==> src/rtl/hs_mon_pkg.sv <==
package hs_mon_pkg;

    typedef enum logic [1:0] {
        ST_IDLE      = 2'd0,
        ST_WAIT_GNT  = 2'd1,
        ST_WAIT_DONE = 2'd2
    } mon_state_e;

    localparam logic [1:0] CAUSE_NONE    = 2'b00;
    localparam logic [1:0] CAUSE_GNT_TO  = 2'b01;
    localparam logic [1:0] CAUSE_DONE_TO = 2'b10;
    localparam logic [1:0] CAUSE_ORDER   = 2'b11;

    typedef struct packed {
        mon_state_e  state;
        logic        pass;
        logic        err;
        logic [1:0]  cause;
        logic        overlap;
    } mon_regs_t;

endpackage

==> src/rtl/hs_rise_det.sv <==
module hs_rise_det (
    input  logic clk,
    input  logic rst_n,
    input  logic sig_i,
    output logic rise_o
);
    logic prev_d, prev_q;

    always_comb begin
        prev_d = sig_i;
    end

    always_ff @(posedge clk) begin
        if (!rst_n) prev_q <= 1'b0;
        else        prev_q <= prev_d;
    end

    assign rise_o = sig_i & ~prev_q;
endmodule

==> src/rtl/hs_win_ctr.sv <==
module hs_win_ctr #(
    parameter int LIMIT = 10
) (
    input  logic clk,
    input  logic rst_n,
    input  logic load_i,
    input  logic run_i,
    output logic last_o
);
    localparam int W = $clog2(LIMIT + 1);
    localparam logic [W-1:0] LIM = W'(LIMIT);

    logic [W-1:0] cnt_d, cnt_q;

    always_comb begin
        cnt_d = cnt_q;
        if (load_i)
            cnt_d = W'(1);
        else if (run_i && cnt_q < LIM)
            cnt_d = cnt_q + W'(1);
    end

    always_ff @(posedge clk) begin
        if (!rst_n) cnt_q <= '0;
        else        cnt_q <= cnt_d;
    end

    assign last_o = (cnt_q == LIM);
endmodule

==> src/rtl/hs_seq_monitor.sv <==
module hs_seq_monitor
    import hs_mon_pkg::*;
#(
    parameter int GNT_WIN  = 10,
    parameter int DONE_WIN = 10
) (
    input  logic       clk,
    input  logic       rst_n,
    input  logic       start_i,
    input  logic       grant_i,
    input  logic       done_i,
    output logic       busy_o,
    output logic       pass_o,
    output logic       err_o,
    output logic [1:0] err_cause_o,
    output logic       overlap_o
);
    mon_regs_t r_d, r_q;
    logic      start_rise;
    logic      gnt_last, done_last;
    logic      gnt_load, gnt_run, done_load, done_run;

    hs_rise_det u_rise (
        .clk    (clk),
        .rst_n  (rst_n),
        .sig_i  (start_i),
        .rise_o (start_rise)
    );

    assign gnt_load  = (r_q.state == ST_IDLE) && start_rise;
    assign gnt_run   = (r_q.state == ST_WAIT_GNT);
    assign done_load = (r_q.state == ST_WAIT_GNT) && grant_i;
    assign done_run  = (r_q.state == ST_WAIT_DONE);

    hs_win_ctr #(.LIMIT(GNT_WIN)) u_gnt_win (
        .clk    (clk),
        .rst_n  (rst_n),
        .load_i (gnt_load),
        .run_i  (gnt_run),
        .last_o (gnt_last)
    );

    hs_win_ctr #(.LIMIT(DONE_WIN)) u_done_win (
        .clk    (clk),
        .rst_n  (rst_n),
        .load_i (done_load),
        .run_i  (done_run),
        .last_o (done_last)
    );

    always_comb begin
        r_d         = r_q;
        r_d.pass    = 1'b0;
        r_d.err     = 1'b0;
        r_d.cause   = CAUSE_NONE;
        r_d.overlap = 1'b0;
        unique case (r_q.state)
            ST_IDLE: begin
                if (start_rise) r_d.state = ST_WAIT_GNT;
            end
            ST_WAIT_GNT: begin
                r_d.overlap = start_rise;
                if (grant_i) begin
                    r_d.state = ST_WAIT_DONE;
                end else if (done_i) begin
                    r_d.state = ST_IDLE;
                    r_d.err   = 1'b1;
                    r_d.cause = CAUSE_ORDER;
                end else if (gnt_last) begin
                    r_d.state = ST_IDLE;
                    r_d.err   = 1'b1;
                    r_d.cause = CAUSE_GNT_TO;
                end
            end
            ST_WAIT_DONE: begin
                r_d.overlap = start_rise;
                if (done_i) begin
                    r_d.state = ST_IDLE;
                    r_d.pass  = 1'b1;
                end else if (done_last) begin
                    r_d.state = ST_IDLE;
                    r_d.err   = 1'b1;
                    r_d.cause = CAUSE_DONE_TO;
                end
            end
            default: r_d.state = ST_IDLE;
        endcase
    end

    always_ff @(posedge clk) begin
        if (!rst_n) begin
            r_q.state   <= ST_IDLE;
            r_q.pass    <= 1'b0;
            r_q.err     <= 1'b0;
            r_q.cause   <= CAUSE_NONE;
            r_q.overlap <= 1'b0;
        end else begin
            r_q <= r_d;
        end
    end

    assign busy_o      = (r_q.state != ST_IDLE);
    assign pass_o      = r_q.pass;
    assign err_o       = r_q.err;
    assign err_cause_o = r_q.cause;
    assign overlap_o   = r_q.overlap;
endmodule

==> config.mk <==
export PLATFORM = sky130hd
export DESIGN_NAME = hs_seq_monitor
export DESIGN_NICKNAME = d
export VERILOG_FILES = /design/src/rtl/hs_mon_pkg.sv /design/src/rtl/hs_rise_det.sv /design/src/rtl/hs_win_ctr.sv /design/src/rtl/hs_seq_monitor.sv
export SDC_FILE = /design/constraint.sdc
export NUM_CORES = 1
export LEC_CHECK = 0
export BUFFER_PORTS_ARGS = -buffer_cell sky130_fd_sc_hd__buf_2
export CORE_UTILIZATION = 40
export DETAILED_ROUTE_END_ITERATION = 7
export GPL_TIMING_DRIVEN = 0
export SLEW_MARGIN = 20
export SYNTH_ARGS = -nofsm -noshare
export SYNTH_HDL_FRONTEND = slang
export SYNTH_HIERARCHICAL = 1
export SYNTH_SLANG_ARGS = --single-unit
==> constraint.sdc <==
create_clock -name clk -period 2.45 [get_ports clk]
set_input_delay 0.735 -clock clk [delete_from_list [all_inputs] [get_ports clk]]
set_output_delay 0.735 -clock clk [all_outputs]
set_load 0.05 [all_outputs]
-- Yosys cells after proc, flatten, opt, wreduce, memory -nomap -nowiden
Cells that the tools add are included.
- output and inout port bits: 6
- memories kept: 0
- bits in registers: 16
- input bits: 5
- bits in latches: 0
- memory bits (read-only): 0
- memory bits (writable): 0
- word-level logic and storage cells: 54
- shift-type cells: 0
- bitwise logic cells: 3
- divide/modulo/power cells: 0
- mux-type cells: 18
- reduce and logical (&&, ||, !) cells: 12
- equal/unequal tests: 7
- magnitude comparators: 2
- multipliers: 0
- $add $sub $neg: 2
- operators with widths (kind ; number):
    $mux 3 ; 5
    $mux 2 ; 6
    $add 4x1->4 const B ; 2
    $eq 4x4->1 const B ; 2
    $lt 4x4->1 const B ; 2
    $pmux 4 s2 ; 1
    $pmux 2 s3 ; 1
    $reduce_bool 2->1 ; 3
    $mux 1 ; 5
    $logic_and 1x1->1 ; 4
    $ne 4x4->1 const B ; 1
    $reduce_or 2->1 ; 2
    $ne 3x3->1 const B ; 1
    $reduce_and 3->1 ; 1
    $eq 2x1->1 const B ; 1
    $eq 2x2->1 const B ; 1
    $logic_not 2->1 ; 1
    $ne 2x2->1 const B ; 1
    $not 1->1 ; 2
    $reduce_and 2->1 ; 1
    $and 1x1->1 ; 1

-- Longest topological paths before layout
- depth in word-level cells: 5
- mapped depth: 7
- depth with buffers taken out: 7

-- Hierarchy
The synthesis kept the hierarchy.
- modules (own cells, without submodules) (module ; times used ; cells each ; area an instance (um2) ; sequential area each (um2)):
    hs_win_ctr ; 2 ; 23 ; 203.9 ; 80.1
    hs_seq_monitor ; 1 ; 41 ; 364.1 ; 140.1
    hs_rise_det ; 1 ; 3 ; 40.0 ; 20.0

-- Least setup slack after synthesis
OpenSTA, ideal clock, no wires.
- path kind: register to output
- from: reg r_q[5] (netlist name)
- to: out busy_o
- data arrival time: 969 ps
- cell stages (with the launch flop): 4
- path buffers: 0
- setup slack: 746 ps
- data required time: 1715 ps
- cells stage by stage: dfxtp_1 inv_1 ha_1 inv_1
- cells in the longest elaborated chain, start to end: 1
- ends and longest elaborated chain (element ; RTL line ; text):
    start: declaration ; hs_seq_monitor.sv:18 ; mon_regs_t r_d, r_q;
    start signal: assignment ; hs_seq_monitor.sv:98 ; r_q <= r_d;
    $reduce_bool 2->1 ; hs_seq_monitor.sv:102 ; assign busy_o = (r_q.state != ST_IDLE);
    end: declaration ; hs_seq_monitor.sv:12 ; output logic busy_o,
No other way between the ends.

-- Worst setup path in the final report
- from: reg r_q[6] (netlist name)
- to: out busy_o
The elaborated chain is that of the path after synthesis.

==> flow_metrics.py <==
metrics = {
    "run_status": {
        "outcome": "finished clean",
    },
    "critical_path": {
        "cp.arrival_ns": 1.35,
        "path_common_cell": "inv_1",
        "critPathBufInv": 3,
        "worstSetupPathType": "flip-flop to primary output",
        "critical-path-max-stage-delay_ns": 0.40,
        "required_ns": 1.71,
        "crit_path_start_kind": "flip-flop",
        "critPathTopFamily": "buffers and inverters",
        "path_max_fanout": 4,
        "path_cells": "inv_1 > ha_1 > inv_1 > buf_2",
        "crit_path_end_kind": "primary output",
        "slowest_stage": "dfxtp_1",
    },
    "routing": {
        "drt_iter0_drc": 4,
        "vias_per_cell": 4.96,
        "vias": 635,
        "wire_per_inst_um": 11.3,
        "drcViolationCount": 0,
        "wl_um": 1440,
        "ant_nets": 0,
        "firstDrtPassIters": 4,
    },
    "finish": {
        "multi_input_area_sq_um": 454,
        "register_area_sq_um": 320,
        "drive_gt1_share_pct": 21.4,
        "num_antenna_cells": 0,
        "nNetsFinal": 119,
        "area_delta_synth_final_pct": 12.8,
        "final_core_util_pct": 50.3,
        "fillCellCount": 198,
    },
    "logic_synthesis": {
        "synth_top_cell_area_share_pct": 39.4,
        "syn-num-nets": 104,
        "syn_inst": 90,
        "syn-cell-area_sq_um": 812,
        "async_flop_share_pct": 0,
        "synth_edf_count": 0,
        "syn_area_per_cell_sq_um": 9.02,
        "yosysMostFrequentCell": "dfxtp_1",
        "synthTopCellsByCount": "dfxtp_1, nand2_1, ha_1",
        "yosysTopAreaCell": "dfxtp_1",
        "ys.flop_type": "dfxtp_1",
        "synth_cell_types": 25,
        "synthTopCellsByArea": "dfxtp_1, ha_1, a21oi_1, nand2_1, nor2_1",
        "synth_seq_cells": 16,
        "yosysWarningCount": 6,
        "yosysSeqAreaShare_pct": 39.4,
    },
    "global_routing": {
        "grt_usage_pct": 15.7,
        "grt_overflow": 0,
        "grt_max_degree": 12,
        "grt_pass1_wl_um": 2410,
        "grt_pass1_vias": 563,
        "antenna_found_initial": 0,
    },
    "clocking": {
        "cts_resized": 0,
        "cts_setup_buffers": 0,
        "holdBufCountCts": 0,
        "cts_buffer_depth": 2,
        "numCtsBuffers": 3,
        "clock_latency_ns": 0.28,
        "cts_root_buf": "clkbuf_4",
        "htree_levels": 1,
        "clk_pin_slew_ns": 0.09,
        "cts_sinks": 16,
        "tritoncts": "built",
    },
    "min_path": {
        "hold_path_class": "flip-flop to flip-flop",
    },
    "power_and_ir_drop": {
        "power_density_mw_per_mm2": 767,
        "leakagePower_nw": 0.409,
        "ir_drop_mv": 0.341,
    },
    "sta": {
        "max_freq_mhz": 481,
        "tightest_slew_ns": 0.323,
        "period_needed_ns": 2.08,
        "rsz0062_at_grt": "no",
        "setup_slack_ns": 0.369,
        "setup_violations": 0,
        "final.setup_skew_ns": 0.00403,
        "timing.final.crit_share_pct": 84.9,
        "slew_viol_final": 0,
        "hold_violations": 0,
        "setup-tns-final_ns": 0,
        "max-slew-margin-rel_pct": 78.4,
    },
    "die": {
        "num_rows": 15,
        "core_area_sq_mm": 0.00182,
        "start_util_pct": 44.6,
        "io_pins": 11,
        "die_w_um": 47.1,
        "fp.dieH_um": 47.1,
        "die_area_sq_mm": 0.00221,
    },
    "placed_design": {
        "dp_slack_ns": 0.682,
        "dpl.hpwl_um": 1070,
        "gp_congestion": 0.815,
        "io_buffers": 10,
    },
    "run": {
        "cap_violations": 0,
    },
}
==> worst min-delay path: cells and delay by family, from the launching register on <==
kind / cells / cell delay [ns]
mux: 1 / 0.06
simple gates: 1 / 0.06
flops: 1 / 0.33
==> cells in the final DEF (no fill, tap or decap), drive strengths merged <==
master and n:
a21o 1, inv 6, a221oi 1, buf 12
and3 5, o22ai 1, a211o 2, nand2b 2
and2 2, nand2 10, a41oi 2, ha 9
nor3 2, mux2i 1, nor2 8, dfxtp 16
nor2b 2, nor3b 1, a21oi 8, nand3b 1
clkbuf 3, o21ai 6, o31a 2
==> power by group <==
group | internal [mW] | switching [mW] | leakage (nW)
combinational | 0.0949 | 0.154 | 0.265
sequential | 0.290 | 0.0280 | 0.130
clock | 0.0569 | 0.0786 | 0.0138
total | 0.442 | 0.261 | 0.409
==> kinds of logic (layout without fill, tap and decap cells) <==
logic type	Yosys count	after routing	share of synthesized area [%]
compound gates	23	23	19.6
fa+ha+maj	9	9	13.9
buf+inv	8	21	4.62
flops	16	16	39.4
mux	1	1	1.23
simple gates	33	33	21.3
==> stage by stage <==
stage          cell area, sq um  total power [mW]  hold slack, ns  instances
6_report                    916             0.702           0.491        128
5_1_grt                     916             0.753           0.503        128
4_1_cts                     916             0.710           0.496        128
3_5_place_dp                893             0.574           0.482        125
3_3_place_gp                893             0.567           0.464        125
2_1_floorplan               812             0.515           0.452         90
==> cell type report <==
type                    instances  share of cell area (%)
multi-input cells              66                    49.6
well taps                      25                    3.42
inverters                       6                    2.46
repair buffers                 10                    5.46
flip-flops and latches         16                    35.0
clock buffers                   3                    2.46
plain buffers                   2                    1.64
==> routing by layer <==
layer / up-vias / global-route usage, % / wire length, um
met5: - / 0 / 0
met4: 0 / 6.86 / 15
met3: 2 / 3.46 / 38
met2: 9 / 21.9 / 614
met1: 286 / 23.0 / 772
li1: 338 / - / -
==> state kept, by name, summed over array words and instances (netlist names) <==
signal and flops:
err_o 1, pass_o 1, overlap_o 1, u_gnt_win/cnt_q 4, r_q 2, err_cause_o 2
u_rise/prev_q 1, u_done_win/cnt_q 4
==> worst paths after layout <==
kind	from	endpoint	slack (ns)	depth (start not counted)
worst max-delay path	r_q[6]	busy_o	0.37	4
worst min-delay path	r_q[5]	r_q[5]	0.49	2
worst max register to register	r_q[6]	r_q[5]	0.88	5
worst min register to register	r_q[5]	r_q[5]	0.49	2
Power figures use the tool's default switching activity.
